==> config.mk <==
export PLATFORM = sky130hd
export DESIGN_NAME = qb_port
export DESIGN_NICKNAME = d
export VERILOG_FILES = /design/src/rtl/qb_port.sv
export SDC_FILE = /design/constraint.sdc
export NUM_CORES = 1
export LEC_CHECK = 0
export ABC_CLOCK_PERIOD_IN_PS = 1600
export BUFFER_PORTS_ARGS = -buffer_cell sky130_fd_sc_hd__buf_2
export CAP_MARGIN = 15
export CORE_UTILIZATION = 40
export DETAILED_ROUTE_END_ITERATION = 8
export GPL_TIMING_DRIVEN = 0
export PLACE_DENSITY = 0.74
export SLEW_MARGIN = 20
export SYNTH_ARGS = -nofsm -noshare
export SYNTH_HDL_FRONTEND = slang
export SYNTH_SLANG_ARGS = --single-unit
==> constraint.sdc <==
create_clock -name clk -period 1.6 [get_ports clk]
set_input_delay 0.16 -clock clk [delete_from_list [all_inputs] [get_ports clk]]
set_output_delay 0.16 -clock clk [all_outputs]
set_load 0.02 [all_outputs]
==> src/rtl/qb_port.sv <==
module qb_port #(
  parameter int WIDTH    = 8,
  parameter int CLK_NS   = 5,
  parameter int PULSE_NS = 500
) (
  input  logic             clk,
  input  logic             rst_n,
  input  logic             wr_en,
  input  logic [WIDTH-1:0] wr_data,
  input  logic             rd_en,
  input  logic [WIDTH-1:0] pin_in,
  output logic [WIDTH-1:0] rd_data,
  output logic [WIDTH-1:0] pd_en,
  output logic [WIDTH-1:0] spu_en,
  output logic [WIDTH-1:0] wpu_en
);

  localparam int PULSE_CYC = (PULSE_NS + CLK_NS - 1) / CLK_NS;
  localparam int CW        = $clog2(PULSE_CYC + 1);

  logic [WIDTH-1:0] latch_q;
  logic [CW-1:0]    pulse_cnt;
  logic             pulse_on;

  always_ff @(posedge clk) begin
    if (!rst_n) begin
      latch_q   <= '1;
      pulse_cnt <= '0;
      rd_data   <= '0;
    end else begin
      if (wr_en) begin
        latch_q   <= wr_data;
        pulse_cnt <= CW'(PULSE_CYC);
      end else if (pulse_on) begin
        pulse_cnt <= pulse_cnt - CW'(1);
      end
      if (rd_en) rd_data <= pin_in & latch_q;
    end
  end

  assign pulse_on = (pulse_cnt != '0);
  assign pd_en    = ~latch_q;
  assign spu_en   = latch_q & {WIDTH{pulse_on}};
  assign wpu_en   = '1;

  p_reset_quiet_r1: assert property (@(posedge clk)
    !rst_n |=> (pd_en == '0 && spu_en == '0 && rd_data == '0));

  p_latch_hold_r2: assert property (@(posedge clk) disable iff (!rst_n)
    !wr_en |=> $stable(pd_en));

  p_write_drive_r2: assert property (@(posedge clk) disable iff (!rst_n)
    wr_en |=> pd_en == ~$past(wr_data));

  p_pulse_start_r3: assert property (@(posedge clk) disable iff (!rst_n)
    wr_en |=> spu_en == $past(wr_data));

  p_pulse_end_r3: assert property (@(posedge clk) disable iff (!rst_n)
    (pulse_cnt == CW'(1) && !wr_en) |=> spu_en == '0);

  p_no_fight_r5: assert property (@(posedge clk) disable iff (!rst_n)
    (pd_en & spu_en) == '0);

  always_comb p_weak_on_r6: assert (wpu_en == '1);

  p_read_sample_r7: assert property (@(posedge clk) disable iff (!rst_n)
    rd_en |=> rd_data == ($past(pin_in) & ~$past(pd_en)));

  p_read_hold_r7: assert property (@(posedge clk) disable iff (!rst_n)
    !rd_en |=> $stable(rd_data));

endmodule

==> results.md, run 1 <==
* Crit path cell chain: inv_2, ha_4, or3b_4, nor2_4, buf_6, nor2_2, buf_6
* Total core area at 2500 µm²
* Power Density at 968.0 nW/µm²
* Syn-to-layout area delta at 41.80%
* Root Buffer: clkbuf_4
* H-tree levels at 1
* Antenna Diode Count at 0
* Synth unique cells at 28
* Gr usage total at 19.06%
* Fmax at 0.5453 GHz
* Avg Vias per Cell at 4.894
* WP data required at 1.44 ns
* Kind of critical path: reg -> out
* Hold path endpoint: latch_q[7]
* CP Max Fanout at 5
* DP HPWL at 1793 µm
* Reg2reg start: pulse_cnt[0]
* Endpoints failing hold at 0
* Via count at 1067
* DRT iter0 DRCs at 16
* Final net count at 210
* Gr ovfl total at 0
* Pre-CTS setup slack at -0.1592 ns
* Clk slew on worst S/H paths at 0.14 ns
* Area of the die at 2882 µm²
* Residual DRC at 0
* Failing checks: setup timing
* Total CTS buffers at 3
* Buffers on Ports at 43
* Reg-to-reg setup timing slack at 0.08 ns
* Critical Path Max Stage Delay at 0.39 ns
* Global-route wire length before repair at 3905 µm
* Initial antenna violation count at 0
* TritonCTS clock tree: built
* Hold Slack at 0.05208 ns
* Register area share after synthesis at 43.09%
* Fillers at 217
* Outcome: complete, but fails checks
* Hold path depth at 3
* Synth warnings at 0
* Die Y at 53.69 µm
* CP arrival at 1.67 ns
* Syn Inst Count at 127
* Clock Sinks at 23
* Vias in the first global route at 925
* HP Start: wr_data[7]
* Critical path's slowest cell: or3b_4
* #FFs+latches synth at 23
* RSZ-0062 raised after global routing: yes
* Drt pass-1 iters at 4
* Worst VDD drop at 0.5181 mV
* Post-DRT Antenna Nets at 0
* Worst hold path type: in -> reg
* Clock buffer depth at 2
* DR WL/cell at 11.72 µm
* Rows at 18
* Worst skew pair latency at 0.32 ns
* Family with the most delay on the worst path: simple AND/OR/NAND/NOR gates
* Syn Std Cell Area at 1069 µm²
* Multi-input gate area at 530.5 µm²
* Avg Synthesized Cell Area at 8.414 µm²
* R2R depth at 6
* WL final at 2555 µm
* Clock Skew at 0.01124 ns
* DIE WIDTH at 53.69 µm
* Seq. cell area at 464.2 µm²
* Placer Congestion at 0.7778
* WP buf/inv at 3
* Io pins at 52
* Max Slew Vio Count at 0
* P_leak at 0.7423 nW
* Max Cap Violations at 0
* Largest net degree at the start of global routing at 14
* Critical path endpoint category: output pin
* Core Util, Final at 60.61%
* Initial core utilization at 42.74%
* Setup Viol. Count Final at 8
* Minimum clock period at 1.834 ns
* Startpoint types: flip-flop
* Share of cells above drive strength 1 at 42.02%
* Crit path top cell by count: buf_6
* Hold buffer count at CTS at 0
* Worst setup margin at -0.2338 ns
* R2R Path End: pulse_cnt[1]
* Final critical-path share of the clock period at 114.6%
how the worst max path moves through the flow:
stage | start | end | slack (ns) | depth (start not counted)
after floorplan | pulse_cnt[0] | pulse_cnt[1] | 0.09 | 6
after global placement | pulse_cnt[0] | spu_en[7] | -0.1 | 7
after detailed placement | pulse_cnt[0] | spu_en[1] | -0.16 | 7
after CTS | pulse_cnt[1] | spu_en[1] | -0.24 | 7
after global routing | pulse_cnt[0] | spu_en[4] | -0.30 | 7
final | pulse_cnt[0] | spu_en[1] | -0.23 | 7
per-layer routing:
metal,up-vias,part of all wire (%),GRT usage (%)
met5,-,0,0
met4,0,2.0,9.211
met3,6,5.6,4.520
met2,47,50,34.98
met1,486,42,20.03
li1,528,-,-
per-stage QoR:
step,power (mW),setup TNS (ns),std cells,cell area [µm²]
3_3_place_gp,1.069,-0.7754,207,1348
2_1_floorplan,0.9574,0,134,1095
4_1_cts,1.446,-1.867,217,1493
5_1_grt,1.546,-2.327,218,1515
6_report,1.467,-1.815,218,1515
3_5_place_dp,1.082,-1.212,207,1348
synth_stat cells:
master | count | area share [%]
ha_1 | 1 | 1.2
clkbuf_1 | 6 | 2.1
o21bai_1 | 1 | 0.70
o21ai_0 | 1 | 0.47
or3b_1 | 1 | 0.82
nor2_1 | 10 | 3.5
inv_1 | 12 | 4.2
dfxtp_1 | 23 | 43
nand3_1 | 8 | 3.7
a21oi_1 | 2 | 0.94
o211ai_1 | 8 | 5.6
nor2_4 | 1 | 1.1
or3_1 | 1 | 0.59
a21boi_0 | 8 | 5.6
a211oi_2 | 1 | 1.2
a21boi_1 | 1 | 0.70
buf_4 | 8 | 5.6
or2_0 | 1 | 0.59
o2111a_1 | 1 | 1.1
nand2b_1 | 10 | 5.9
nor3_1 | 7 | 3.3
nor3b_1 | 1 | 0.70
o21a_1 | 1 | 0.70
buf_6 | 1 | 1.1
xnor2_1 | 2 | 1.6
o31a_1 | 1 | 0.82
nand2_1 | 8 | 2.8
conb_1 | 1 | 0.35
cell type report:
type                    count  share of cell area, %
plain buffers              14                  5.946
clock buffers               3                  1.486
clock inverters             1                 0.3303
inverters                  12                  2.973
multi-input cells          84                  35.01
flip-flops and latches     23                  30.64
well taps                  30                  2.477
repair buffers             51                  21.14
report_power, final:
part / leakage [nW] / internal [mW] / switching, mW
sequential: 0.192 / 0.618 / 0.0292
combinational: 0.533 / 0.256 / 0.290
clock: 0.0177 / 0.0934 / 0.180
total: 0.742 / 0.968 / 0.499
worst reg2reg max path: stages, from the launching register on:
cell	delay (ns)
dfxtp_2	0.35
inv_2	0.07
ha_4	0.13
or3b_4	0.39
buf_4	0.16
or2_0	0.21
a211oi_2	0.17
cell usage in the layout, fill, tap and decap left out, drive strengths merged:
cell type	count
buf	60
dfxtp	23
inv	12
nor2	11
nand2b	10
a21boi	9
nand3	8
nand2	8
o211ai	8
conb	8
clkbuf	8
nor3	7
a21oi	2
xnor2	2
or3	1
or3b	1
o21a	1
o2111a	1
o31a	1
o21bai	1
nor3b	1
o21ai	1
or2	1
a211oi	1
ha	1
clkinv	1
what timing repair did:
item / in CTS / in global routing
pin swaps: 2 / 3
resized for setup: 26 / 5
endpoints found under the setup margin: 11 / 9
buffers inserted: 7 / 1
registers in the layout (all words and copies together) (netlist names):
register and flops:
latch_q 8, pulse_cnt 7, rd_data 8
logic make-up after synthesis:
| group | share of synthesized area [%] |
|---|---|
| fa+ha+maj | 1.171 |
| xor+xnor | 1.640 |
| flops | 43.09 |
| other cells | 0.3510 |
| buf+inv | 13.00 |
| compound gates | 17.80 |
| simple gates | 22.95 |
(Power assumes the default switching activity.)
==> inputs of run 2 (changes only) <==
==> constraint.sdc (replaced) <==
create_clock -name clk -period 1.6 [get_ports clk]
set_input_delay 0.16 -clock clk [delete_from_list [all_inputs] [get_ports clk]]
set_output_delay 0.16 -clock clk [all_outputs]
set_load 0.005 [all_outputs]
==> results.md, run 2 (synthesized netlist as in run 1, its figures left out) <==
* Critical Path Max Stage Delay at 0.39 ns
* Share of cells above drive strength 1 at 39.36%
* WP data required at 1.44 ns
* Area of the die at 2882 µm²
* Final net count at 210
* Total core area at 2500 µm²
* Fmax at 0.5527 GHz
* Root Buffer: clkbuf_4
* Clk slew on worst S/H paths at 0.14 ns
* Largest registers: latch_q (8), rd_data (8), pulse_cnt (7)
* Gr ovfl total at 0
* Max Slew Vio Count at 0
* Residual DRC at 0
* WP buf/inv at 3
* Initial core utilization at 42.74%
* Final critical-path share of the clock period at 113.1%
* Gr usage total at 18.06%
* Commonest cells after routing, fill and taps aside: buf_2 (43), dfxtp_1 (20), buf_4 (14)
* RSZ-0062 raised after global routing: yes
* Commonest non-fill, non-tap cell in the layout: buf_2
* Worst skew pair latency at 0.32 ns
* Met3 Resource Use GR at 3.955%
* CP Max Fanout at 5
* Failing checks: setup timing
* Worst VDD drop at 0.4885 mV
* DIE WIDTH at 53.69 µm
* Post-DRT Antenna Nets at 0
* WL final at 2455 µm
* Family with the most delay on the worst path: simple AND/OR/NAND/NOR gates
* Clock Skew at 0.01025 ns
* Multi-input gate area at 513.0 µm²
* Seq. cell area at 464.2 µm²
* Rows at 18
* Via count at 1030
* Endpoints failing hold at 0
* TritonCTS clock tree: built
* Buffers on Ports at 43
* Die Y at 53.69 µm
* GR peak layer: met2
* Clock buffer depth at 2
* Worst hold path type: in -> reg
* Global-route wire length before repair at 3684 µm
* Post-route design area at 1460 µm²
* Max Cap Violations at 0
* Outcome: complete, but fails checks
* Kind of critical path: reg -> out
* Initial antenna violation count at 0
* Avg Vias per Cell at 4.725
* H-tree levels at 1
* Worst setup margin at -0.2094 ns
* Hold Slack at 0.04731 ns
* DR WL/cell at 11.26 µm
* Crit path cell chain: inv_2, ha_4, or3b_4, nor2_4, buf_6, nor2_1, buf_2
* HP Start: wr_data[2]
* Sum Neg Setup Slack at -1.638 ns
* Final non-filler cell total at 218
* Vias in the first global route at 868
* Placed Cells incl. Taps at 207
* Reg2reg start: pulse_cnt[0]
* Hold buffer count at CTS at 0
* Startpoint types: flip-flop
* GR Util met1 at 19.18%
* Setup Viol. Count Final at 8
* Syn-to-layout area delta at 36.65%
* Drt pass-1 iters at 4
* Power Density at 909.3 nW/µm²
* Critical path's slowest cell: or3b_4
* DRT iter0 DRCs at 18
* DP Area at 1348 µm²
* GRT met2 Usage at 33.74%
* Total CTS buffers at 3
* CP Launch Point: pulse_cnt[0]
* Placer Congestion at 0.7778
* CP arrival at 1.65 ns
* Antenna Diode Count at 0
* Largest net degree at the start of global routing at 14
* Minimum clock period at 1.809 ns
* Core Util, Final at 58.41%
* Io pins at 52
* Clock Sinks at 23
* Fillers at 224
* DP HPWL at 1793 µm
* Critical path endpoint category: output pin
* P_leak at 0.7237 nW
==> run 2: final timing paths <==
kind	to	slack, ns	cells after the start
worst max-delay path	spu_en[1]	-0.21	7
worst min-delay path	latch_q[2]	0.05	3
worst max register to register	pulse_cnt[1]	0.08	6
worst min register to register	rd_data[1]	0.49	2
==> run 2: routing by layer <==
layer / wire (µm) / up-vias
li1: - / 527
met4: 23 / 0
met3: 170 / 3
met5: 0 / -
met2: 1209 / 45
met1: 1051 / 455
==> run 2: worst register-to-register path, cell delays in order (launching register included) <==
cell and delay, ns:
dfxtp_2 0.35, inv_2 0.07, ha_4 0.13, or3b_4 0.39
buf_4 0.16, or2_0 0.21, a211oi_2 0.17
==> run 2: cell type report <==
cell class | count | area share [%]
Timing Repair Buffer | 51 | 19.37
Tap cell | 30 | 2.571
Clock inverter | 1 | 0.3428
Buffer | 14 | 6.170
Multi-Input combinational cell | 84 | 35.13
Inverter | 12 | 3.085
Sequential cell | 23 | 31.79
Clock buffer | 3 | 1.542
==> run 2: per-stage QoR <==
step | setup slack [ns] | power, mW
after CTS | -0.2154 | 1.318
after global routing | -0.2684 | 1.404
final | -0.2094 | 1.328
after detailed placement | -0.1279 | 0.9954
after global placement | -0.06533 | 0.9826
after floorplan | 0.08668 | 0.8724
==> run 2: report_power, final <==
group / switching [mW] / internal [mW] / total, mW
Combinational: 0.189 / 0.216 / 0.405
Clock: 0.182 / 0.0936 / 0.276
Sequential: 0.0288 / 0.618 / 0.647
==> run 2: repair_timing <==
item,in CTS,in global routing
gates resized for setup,11,2
pin swaps,5,4
setup buffers,7,1
endpoints found under the setup margin,11,9
==> inputs of run 3 (changes only) <==
- CORE_MARGIN: default -> 2
==> results.md, run 3 (synthesized netlist as in run 1, its figures left out) <==
* Pre-CTS setup slack at -0.1507 ns
* Die Y at 55.69 µm
* Sum Neg Setup Slack at -1.719 ns
* Worst VDD drop at 0.5934 mV
* Commonest non-fill, non-tap cell in the layout: buf_2
* Clock buffer depth at 2
* DRT iter0 DRCs at 19
* RSZ-0062 raised after global routing: yes
* Clock Sinks at 23
* DIE WIDTH at 55.69 µm
* H-tree levels at 1
* Family with the most delay on the worst path: simple AND/OR/NAND/NOR gates
* Final non-filler cell total at 219
* Critical path's slowest cell: or3b_4
* Initial antenna violation count at 0
* Total CTS buffers at 3
* Critical Path Max Stage Delay at 0.39 ns
* P_leak at 0.7292 nW
* Area of the die at 3101 µm²
* Failing checks: setup timing
* Worst setup margin at -0.2238 ns
* DP Area at 1348 µm²
* Reg-to-reg setup timing slack at 0.07 ns
* Total core area at 2500 µm²
* Buffers on Ports at 43
* Placed Cells incl. Taps at 207
* Largest registers: latch_q (8), rd_data (8), pulse_cnt (7)
* Share of cells above drive strength 1 at 40.21%
* Outcome: complete, but fails checks
* Avg Vias per Cell at 4.790
* CP arrival at 1.66 ns
* Startpoint types: flip-flop
* Fmax at 0.5483 GHz
* DR WL/cell at 12.18 µm
* Largest net degree at the start of global routing at 14
* Crit path cell chain: inv_2, ha_4, or3b_4, nor2_4, buf_6, nor2_2, buf_2
* Power Density at 904.7 nW/µm²
* WL final at 2668 µm
* Final critical-path share of the clock period at 114.0%
* Global-route wire length before repair at 4457 µm
* Residual DRC at 0
* Gr usage total at 17.61%
* Antenna Diode Count at 0
* WP buf/inv at 3
* Commonest cells after routing, fill and taps aside: buf_2 (43), dfxtp_1 (21), buf_4 (15)
* Gr ovfl total at 0
* Drt pass-1 iters at 4
* Worst skew pair latency at 0.30 ns
* Io pins at 52
* Kind of critical path: reg -> out
* Setup Viol. Count Final at 8
* Via count at 1049
* CP Max Fanout at 3
* Max Slew Vio Count at 0
* Worst hold path type: in -> reg
* Clock Skew at 0.001140 ns
* Post-DRT Antenna Nets at 0
* Placer Congestion at 0.8219
* Tot Pwr at 1.331 mW
* Vias in the first global route at 1054
* Minimum clock period at 1.824 ns
* Max Cap Violations at 0
* Endpoints failing hold at 0
* WP data required at 1.44 ns
* Root Buffer: clkbuf_4
* TritonCTS clock tree: built
* Final net count at 211
* Syn-to-layout area delta at 37.70%
* DP HPWL at 2014 µm
* Rows at 18
* Critical path endpoint category: output pin
* Clk slew on worst S/H paths at 0.12 ns
* Initial core utilization at 42.74%
* Post-route design area at 1471 µm²
run 3: cell count changes in the layout (fill, tap and decap cells not counted):
cell / previous run / this run
dfxtp_2: 3 / 2
nor2_1: 9 / 7
dfxtp_1: 20 / 21
nor2_2: 1 / 3
buf_4: 14 / 15
run 3: power by group:
| part | internal [mW] | switching (mW) | total [mW] |
|---|---|---|---|
| clock | 0.0933 | 0.166 | 0.259 |
| combinational | 0.223 | 0.201 | 0.424 |
| sequential | 0.618 | 0.0296 | 0.647 |
run 3: cell type report:
type / instances / area, µm²
plain buffers: 14 / 90.09
inverters: 12 / 45.04
well taps: 30 / 37.54
fillers: 227 / 1028
multi-input cells: 84 / 518.0
clock buffers: 3 / 22.52
repair buffers: 52 / 290.3
clock inverters: 1 / 5.005
flip-flops and latches: 23 / 462.9
run 3: metrics by stage:
stage,utilization [%],hold WS (ns)
final,58.86,0.06283
after global routing,58.86,0.05565
after CTS,58.56,0.05814
after detailed placement,53.90,0.3854
after global placement,53.90,0.3750
after floorplan,-,0.2862
run 3: tightest hold or removal path, cell delays in order:
cell      delay [ns]
buf_2           0.07
nand2_1         0.04
o211ai_1        0.06
run 3: worst paths after layout:
path | endpoint | cells after the start | startpoint
setup / recovery | spu_en[1] | 7 | pulse_cnt[0]
setup reg to reg | pulse_cnt[1] | 6 | pulse_cnt[0]
hold reg to reg | rd_data[0] | 2 | rd_data[0]
hold / removal | latch_q[0] | 3 | wr_data[0]
run 3: routing by layer:
metal / wire length, µm / track usage (%)
met1: 1075 / 18.00
met2: 1403 / 35.88
met3: 147 / 3.953
met4: 41 / 3.136
met5: 0 / 0
run 3: what timing repair did:
action	in CTS	in global routing
hold endpoints to repair	0	0
setup endpoints to repair	11	9
setup buffers	9	0
pin swaps	4	3
hold buffers	0	0
gates resized for setup	9	3
